### config.mk
export PLATFORM = sky130hd
export DESIGN_NAME = dma2_term_ctrl
export DESIGN_NICKNAME = d
export VERILOG_FILES = /design/src/rtl/dma2_pkg.sv /design/src/rtl/dma2_chan.sv /design/src/rtl/dma2_arb.sv /design/src/rtl/dma2_engine.sv /design/src/rtl/dma2_term_ctrl.sv
export SDC_FILE = /design/constraint.sdc
export NUM_CORES = 1
export LEC_CHECK = 0
export BUFFER_PORTS_ARGS = -buffer_cell sky130_fd_sc_hd__buf_2
export CORE_UTILIZATION = 23
export DETAILED_ROUTE_END_ITERATION = 8
export GPL_TIMING_DRIVEN = 0
export SLEW_MARGIN = 30
export SYNTH_ARGS = -nofsm -noshare
export SYNTH_HDL_FRONTEND = slang
export SYNTH_SLANG_ARGS = --single-unit
### constraint.sdc
create_clock -name clk -period 2 [get_ports clk]
set_input_delay 0.4 -clock clk [delete_from_list [all_inputs] [get_ports clk]]
set_output_delay 0.4 -clock clk [all_outputs]
set_load 0.01 [all_outputs]
### src/rtl/dma2_pkg.sv
package dma2_pkg;

  typedef enum logic [1:0] {
    ENG_IDLE = 2'd0,
    ENG_RD   = 2'd1,
    ENG_WR   = 2'd2
  } eng_state_e;

  localparam logic [1:0] SEL_SRC  = 2'd0;
  localparam logic [1:0] SEL_DST  = 2'd1;
  localparam logic [1:0] SEL_CNT  = 2'd2;
  localparam logic [1:0] SEL_MASK = 2'd3;

  typedef struct packed {
    logic ph;
    logic err;
    logic req;
  } ch_stat_t;

endpackage

### src/rtl/dma2_chan.sv
module dma2_chan
  import dma2_pkg::*;
#(
  parameter int AW = 16,
  parameter int CW = 8
) (
  input  logic          clk,
  input  logic          rst,
  input  logic          cfg_we,
  input  logic [1:0]    cfg_sel,
  input  logic [AW-1:0] cfg_wdata,
  input  logic          clr,
  input  logic          step_ok,
  input  logic          fail,
  input  logic          fail_ph,
  output logic [AW-1:0] src_o,
  output logic [AW-1:0] dst_o,
  output logic          ready_o,
  output logic          mask_o,
  output ch_stat_t      stat_o
);

  localparam logic [CW-1:0] CNT_ONE = CW'(1);

  logic [AW-1:0] src_q, dst_q;
  logic [CW-1:0] cnt_q;
  logic          act_q, mask_q;
  ch_stat_t      stat_q;
  logic          last_step;

  assign last_step = step_ok && (cnt_q == CNT_ONE);

  // programming, address stepping and count
  always_ff @(posedge clk) begin
    if (rst) begin
      src_q  <= '0;
      dst_q  <= '0;
      cnt_q  <= '0;
      act_q  <= 1'b0;
      mask_q <= 1'b0;
    end else begin
      if (cfg_we) begin
        case (cfg_sel)
          SEL_SRC:  src_q  <= cfg_wdata;
          SEL_DST:  dst_q  <= cfg_wdata;
          SEL_CNT: begin
            cnt_q <= cfg_wdata[CW-1:0];
            act_q <= |cfg_wdata[CW-1:0];
          end
          default:  mask_q <= cfg_wdata[0];
        endcase
      end
      if (step_ok) begin
        src_q <= src_q + AW'(1);
        dst_q <= dst_q + AW'(1);
        cnt_q <= cnt_q - CNT_ONE;
        if (cnt_q == CNT_ONE) act_q <= 1'b0;
      end
      if (fail) act_q <= 1'b0;
    end
  end

  // termination status: a set in the same cycle overrides a clear
  always_ff @(posedge clk) begin
    if (rst) begin
      stat_q <= '0;
    end else begin
      if (clr) stat_q <= '0;
      if (last_step) stat_q.req <= 1'b1;
      if (fail) begin
        stat_q.req <= 1'b1;
        stat_q.err <= 1'b1;
        stat_q.ph  <= fail_ph;
      end
    end
  end

  assign src_o   = src_q;
  assign dst_o   = dst_q;
  assign ready_o = act_q && !mask_q;
  assign mask_o  = mask_q;
  assign stat_o  = stat_q;

endmodule

### src/rtl/dma2_arb.sv
module dma2_arb #(
  parameter int N = 2
) (
  input  logic [N-1:0] ready_i,
  output logic [N-1:0] grant_o
);

  // lowest index wins
  always_comb begin
    grant_o = '0;
    for (int i = N - 1; i >= 0; i--) begin
      if (ready_i[i]) grant_o = N'(1) << i;
    end
  end

endmodule

### src/rtl/dma2_engine.sv
module dma2_engine
  import dma2_pkg::*;
#(
  parameter int N  = 2,
  parameter int AW = 16,
  parameter int DW = 16
) (
  input  logic                 clk,
  input  logic                 rst,
  input  logic [N-1:0]         grant_i,
  input  logic [N-1:0][AW-1:0] src_i,
  input  logic [N-1:0][AW-1:0] dst_i,
  output logic [N-1:0]         step_o,
  output logic [N-1:0]         fail_o,
  output logic                 fail_ph_o,
  output logic                 m_req,
  output logic                 m_we,
  output logic [AW-1:0]        m_addr,
  output logic [DW-1:0]        m_wdata,
  input  logic [DW-1:0]        m_rdata,
  input  logic                 m_ready,
  input  logic                 m_err
);

  localparam int CH_W = (N > 1) ? $clog2(N) : 1;

  eng_state_e      st_q;
  logic [CH_W-1:0] cur_q, pick;

  always_comb begin
    pick = '0;
    for (int i = N - 1; i >= 0; i--) begin
      if (grant_i[i]) pick = CH_W'(i);
    end
  end

  always_ff @(posedge clk) begin
    if (rst) begin
      st_q    <= ENG_IDLE;
      cur_q   <= '0;
      m_req   <= 1'b0;
      m_we    <= 1'b0;
      m_addr  <= '0;
      m_wdata <= '0;
    end else begin
      case (st_q)
        ENG_IDLE: begin
          if (|grant_i) begin
            st_q   <= ENG_RD;
            cur_q  <= pick;
            m_req  <= 1'b1;
            m_we   <= 1'b0;
            m_addr <= src_i[pick];
          end
        end
        ENG_RD: begin
          if (m_err) begin
            st_q  <= ENG_IDLE;
            m_req <= 1'b0;
          end else if (m_ready) begin
            st_q    <= ENG_WR;
            m_we    <= 1'b1;
            m_addr  <= dst_i[cur_q];
            m_wdata <= m_rdata;
          end
        end
        default: begin
          if (m_err || m_ready) begin
            st_q  <= ENG_IDLE;
            m_req <= 1'b0;
            m_we  <= 1'b0;
          end
        end
      endcase
    end
  end

  always_comb begin
    step_o = '0;
    fail_o = '0;
    if (st_q == ENG_WR && m_ready && !m_err) step_o[cur_q] = 1'b1;
    if (st_q != ENG_IDLE && m_err) fail_o[cur_q] = 1'b1;
  end

  assign fail_ph_o = (st_q == ENG_WR);

endmodule

### src/rtl/dma2_term_ctrl.sv
module dma2_term_ctrl
  import dma2_pkg::*;
#(
  parameter int AW = 16,
  parameter int DW = 16,
  parameter int CW = 8
) (
  input  logic          clk,
  input  logic          rst,
  input  logic          cfg_we,
  input  logic          cfg_ch,
  input  logic [1:0]    cfg_sel,
  input  logic [AW-1:0] cfg_wdata,
  input  logic [1:0]    clr_i,
  output logic [5:0]    stat_o,
  output logic          irq_o,
  output logic          m_req,
  output logic          m_we,
  output logic [AW-1:0] m_addr,
  output logic [DW-1:0] m_wdata,
  input  logic [DW-1:0] m_rdata,
  input  logic          m_ready,
  input  logic          m_err
);

  localparam int NCH = 2;

  logic [NCH-1:0][AW-1:0] src_v, dst_v;
  logic [NCH-1:0]         rdy_v, mask_v, req_v, grant, step, fail;
  logic                   fail_ph;
  ch_stat_t [NCH-1:0]     st_v;
  logic                   irq_q;

  for (genvar c = 0; c < NCH; c++) begin : g_ch
    dma2_chan #(.AW(AW), .CW(CW)) u_chan (
      .clk      (clk),
      .rst      (rst),
      .cfg_we   (cfg_we && (cfg_ch == 1'(c))),
      .cfg_sel  (cfg_sel),
      .cfg_wdata(cfg_wdata),
      .clr      (clr_i[c]),
      .step_ok  (step[c]),
      .fail     (fail[c]),
      .fail_ph  (fail_ph),
      .src_o    (src_v[c]),
      .dst_o    (dst_v[c]),
      .ready_o  (rdy_v[c]),
      .mask_o   (mask_v[c]),
      .stat_o   (st_v[c])
    );
    assign req_v[c]           = st_v[c].req;
    assign stat_o[3*c +: 3]   = st_v[c];
  end

  dma2_arb #(.N(NCH)) u_arb (
    .ready_i(rdy_v),
    .grant_o(grant)
  );

  dma2_engine #(.N(NCH), .AW(AW), .DW(DW)) u_eng (
    .clk      (clk),
    .rst      (rst),
    .grant_i  (grant),
    .src_i    (src_v),
    .dst_i    (dst_v),
    .step_o   (step),
    .fail_o   (fail),
    .fail_ph_o(fail_ph),
    .m_req    (m_req),
    .m_we     (m_we),
    .m_addr   (m_addr),
    .m_wdata  (m_wdata),
    .m_rdata  (m_rdata),
    .m_ready  (m_ready),
    .m_err    (m_err)
  );

  always_ff @(posedge clk) begin
    if (rst) irq_q <= 1'b0;
    else     irq_q <= |(req_v & ~mask_v);
  end

  assign irq_o = irq_q;

endmodule

# Word level (Yosys, flattened, before mapping)
# Cells that the tools add are included.
# word_totals
out_inout_bits	41
regBits	128
in_bits	42
elab_cells	157
# classes
muxes	58
addsub	6
n_reduce_logical	51
bitwise_logic	5
magnitude_cmp	3
n_eq_ne	11
# ops
op	count
16-bit two-way mux	17
16-bit by 1-bit adder with 16-bit output, second input constant	4
8-bit two-way mux	5
16-bit case mux with 2 select lines	1
2-bit nonzero test	12
1-bit two-way mux	19
2-bit AND reduction	9
8-bit by 1-bit == test with 1-bit output, second input constant	2
2-bit two-way mux	8
8-bit by 1-bit subtractor with 8-bit output, second input constant	2
3-bit two-way mux	4
1-bit logical AND	10
3-bit AND reduction	3
3-bit nonzero test	3
4-bit AND reduction	2
2-bit OR reduction	4
8-bit OR reduction	1
2-bit != test, second input constant	3
2-bit by 1-bit == test with 1-bit output, second input constant	2
2-bit == test, second input constant	2
2-bit zero test	2
1-bit by 2-bit less-than comparator with 1-bit output, second input constant	2
1-bit case mux with 2 select lines	2
2-bit case mux with 2 select lines	1
10 further kinds	14

# Depth between registers and ports, before layout
# logic_depth
ltp_word	10
depth_mapped	8
mapped_depth_nobuf	6

# By module
# From an unflattened synthesis, not the netlist that was laid out.
# hier_totals
cells_unflattened	885
hier_area_um2	7259.5
# modules_own_cells
module	area_each_um2	cells_each	seq_area_each_um2	instances
dma2_chan	2534.9	323	900.9	2
dma2_engine	2107.0	231	740.7	1
dma2_term_ctrl	61.3	6	20.0	1
dma2_arb	21.3	2	0.0	1

# Worst setup path after synthesis
# No wires, ideal clock.
# synth_path
kind	input-to-reg
start	input port m_err
end	register g_ch[0].u_chan.src_q[6]
path_stages	6
setup_slack_ps	221
t_arrival_ps	1704
setup_time_ps	74
n_path_buf	2
required_time_ps	1926
cell_sequence	buf_6 -> and4bb_4 -> buf_8 -> nand2_4 -> or4_1 -> a31oi_1
# synth_between
elab_chain_cells	5
elab_cells_between_ends	7
classes_between	2 x mux; 5 x reduce/logical
# synth_rtl
item	line_no	rtl
start: declaration	dma2_term_ctrl.sv:23	input logic m_err
1-bit zero test *	dma2_engine.sv:81	if (st_q == ENG_WR && m_ready && !m_err) step_o[cur_q] = 1'b1;
1-bit logical AND *	dma2_engine.sv:81	
2-bit two-way mux *	dma2_engine.sv:81	
2-bit nonzero test (no line)	--	
2-bit AND reduction (no line)	--	
end signal: assignment	dma2_chan.sv:44	SEL_SRC: src_q <= cfg_wdata;
end signal: assignment	dma2_chan.sv:54	src_q <= src_q + AW'(1);
end: declaration	dma2_chan.sv:25	logic [AW-1:0] src_q, dst_q;
# Mark *: on every way between the ends. The rest lies on a longest branch, timed or not.
# A chain may end at the register's enable or synchronous reset.

# Worst setup path in the final report
# layout_path
start	input port rst
end	register irq_q, in the netlist irq_o
# layout_lines
item	line_no	rtl
start: declaration	dma2_term_ctrl.sv:9	input logic rst,
end signal: assignment	dma2_term_ctrl.sv:80	else irq_q <= |(req_v & ~mask_v);
end: declaration	dma2_term_ctrl.sv:32	logic irq_q;
# No word-level cell between the ends.

==> results_dict.tcl <==
set metrics [dict create \
    holdCritStartpoint "m_err" \
    synth_flop_cell "dfxtp_1" \
    r2r_start "u_eng.cur_q" \
    num_antenna_cells 0 \
    peakVddDrop_v 0.000632 \
    holdBufCountCts 0 \
    die_height_um 181 \
    cts_tree "done" \
    dp_slack_ns -0.478 \
    fin_util_pct 28.7 \
    fin_area_mm2 0.00907 \
    vias_per_cell 5.72 \
    syn-cell-area_mm2 0.00737 \
    setup.worst_path.class "input pin to flip-flop" \
    setup_violations 3 \
    ant_nets 0 \
    rows 65 \
    grt_pass1_vias 7559 \
    syn_to_final_growth_pct 23.1 \
    period_minus_slack_ns 2.01 \
    gr-usage-met3_pct 3.53 \
    drtIter0Drc 1142 \
    avgSynthCellArea_um2 7.92 \
    yosys.area_share.simple_pct 28.1 \
    timing_worst_slew_pin_value_ns 0.951 \
    cp.required_ns 2.28 \
    clockRootBuffer "clkbuf_16" \
    fin_skew_ns 0.0104 \
    synthDistinctLibCells 77 \
    clk_pin_slew_worst_paths_ns 0.06 \
    drc 0 \
    fmax_mhz 498 \
    layout_commonest_cell "dfxtp_1" \
    start_util_pct 23.3 \
    grt.busiest_layer "met2" \
    violations "setup timing" \
    synthAdderAreaFrac_pct 1.36 \
    slew_viol_final 0 \
    synth_xor_area_share_pct 0.832 \
    cts_buffers 17 \
    nets 1084 \
    core_area_mm2 0.0316 \
    clock-sinks 128 \
    place.gp.congestion 0.979 \
    synth_edf_count 0 \
    use_met1_pct 24.5 \
    status "finished, violations left" \
    setup_tns_ns -0.0127 \
    synth-seq-cells 128 \
    hp-class "input pin to flip-flop" \
    synth_compound_area_share_pct 25.2 \
    finalHoldViolCount 0 \
    seq_area_frac_synth_pct 34.8 \
    critPathLaunchType "input pin" \
    cts_htree_levels 4 \
    yosys_warnings 0 \
    route.vias.total 8287 \
    grt_max_degree 17 \
    fin_crit_sh_pct 100 \
    layout_common_cells "dfxtp_1, nand2_1, buf_2, a21oi_1, o21ai_0" \
    syn_inst 930 \
    dpl-instance-area_mm2 0.00827 \
    cp.arrival_ns 2.29 \
    firstDrtPassIters 7 \
    rsz0062_at_grt "yes" \
    async_flop_share_pct 0 \
    numPortBuffers 79 \
    cp_max_fo 10 \
    avgRoutedWirePerCell_um 21.3 \
    grt_antenna_before_repair 1 \
    synth_top_family_by_area "simple AND/OR/NAND/NOR gates" \
    hpwl_um 22300 \
    die_x_um 181 \
    gr-usage-all-layers_pct 18.5 \
    cts_buffer_depth 2 \
    grt_pass1_wl_um 46200 \
    power_leakage_nw 3.08 \
    cp-startpoint "rst" \
    clkLatencyLatePin_ns 0.43 \
    cap_violations 0 \
    p_per_area_mw_per_mm2 722 \
    p_total_mw 6.55 \
    synth_nets 980 \
    wl_um 30800 \
    slew-limit-headroom_pct 36.6 \
    final_layout_size_suffix_gt1_share_pct 19.2 \
    synthMuxAreaShare_pct 3.58 \
    end_kind "flip-flop" \
    ioPinCount 83 \
    dieArea_mm2 0.0328 \
    grt-ovfl-total 0 \
    setup_ws_ns -0.00752 \
    met2_usage_pct 28.7 \
]
[cell usage after synthesis (all sizes together) (7+ instances only)]
library cell  number  share of area [%]
nand2            116                6.0
or3               10               0.85
dfxtp            128                 35
inv               26                1.3
a211oi            15                1.5
a311oi            12                1.4
ha                 8                1.4
nand3b             9               0.92
nand4             21                1.8
nor3              43                3.0
mux2i             23                3.1
clkbuf            40                2.1
o211ai             7               0.71
o21ai             53                3.6
and3              26                2.2
a31oi             23                2.0
buf               35                2.8
a21oi             85                6.0
nand3             52                3.5
or4                7               0.76
nor4              26                2.3
nand2b             7               0.59
xnor2              7               0.83
and4               7               0.83
a211o              7               0.83
nor2              32                1.7
a32o              16                2.2
a32oi              8               0.95
[logic make-up (layout without fill, tap and decap cells)]
kind of cell	count (synthesis)	count (layout)
AO/OA/AOI/OAI	276	276
XOR/XNOR	7	7
adder cells (fa/ha/maj)	8	8
buffers and inverters	101	218
flip-flops	128	128
multiplexers	26	26
AND/OR/NAND/NOR	384	384
[routing by layer]
layer	vias to the layer above	wire (um)
met5	-	13
met1	3988	13100
li1	3744	-
met2	457	13700
met3	96	2860
met4	2	1200
[where the power goes]
part           internal (mW)  switching [mW]
clock network           2.03            1.26
registers               2.60          0.0620
logic                  0.193           0.400
total                   4.82            1.72
[worst paths after layout]
kind	slack, ns	depth (start not counted)	to
max	-0.008	4	irq_o
min reg2reg	0.45	2	u_eng.m_wdata[6]
min	0.18	2	u_eng.st_q[1]
max reg2reg	0.05	6	u_eng.m_addr[3]
[state kept, by name, indices dropped and copies added, names as in the netlist]
signal,cells
g_ch.u_chan.dst_o,32
g_ch.u_chan.src_o,32
g_ch.u_chan.cnt_q,16
u_eng.m_addr,16
u_eng.m_wdata,16
g_ch.u_chan.stat_o,6
g_ch.u_chan.act_q,2
g_ch.u_chan.mask_o,2
u_eng.st_q,2
irq_o,1
u_eng.cur_q,1
u_eng.m_req,1
u_eng.m_we,1
[critical path, stage by stage]
cell and delay [ns]:
clkbuf_1 0.36, clkbuf_1 0.77, clkbuf_1 0.66, a21oi_1 0.09
[final cells by class]
type,count,area [um^2]
buffer,75,399
clock buffer,19,453
clock inverter,13,161
fill,3430,22500
inverter,26,97.6
multi-input combinational,701,4450
sequential,128,2560
tap,402,503
timing repair buffer,85,440
[stage by stage]
stage               cells  hold slack, ns
floorplan             930           0.462
global placement     1411           0.440
detailed placement   1411           0.445
CTS                  1443           0.170
global route         1449           0.182
finish               1449           0.182
[timing repair]
action / in CTS / in global routing
buffers inserted: 0 / 6
pin swaps: 0 / 4
setup endpoints to repair: 67 / 59
resized for setup: 16 / 37
endpoints found under the hold margin: 0 / 0
Note: power is estimated with default switching activity, not from simulation.
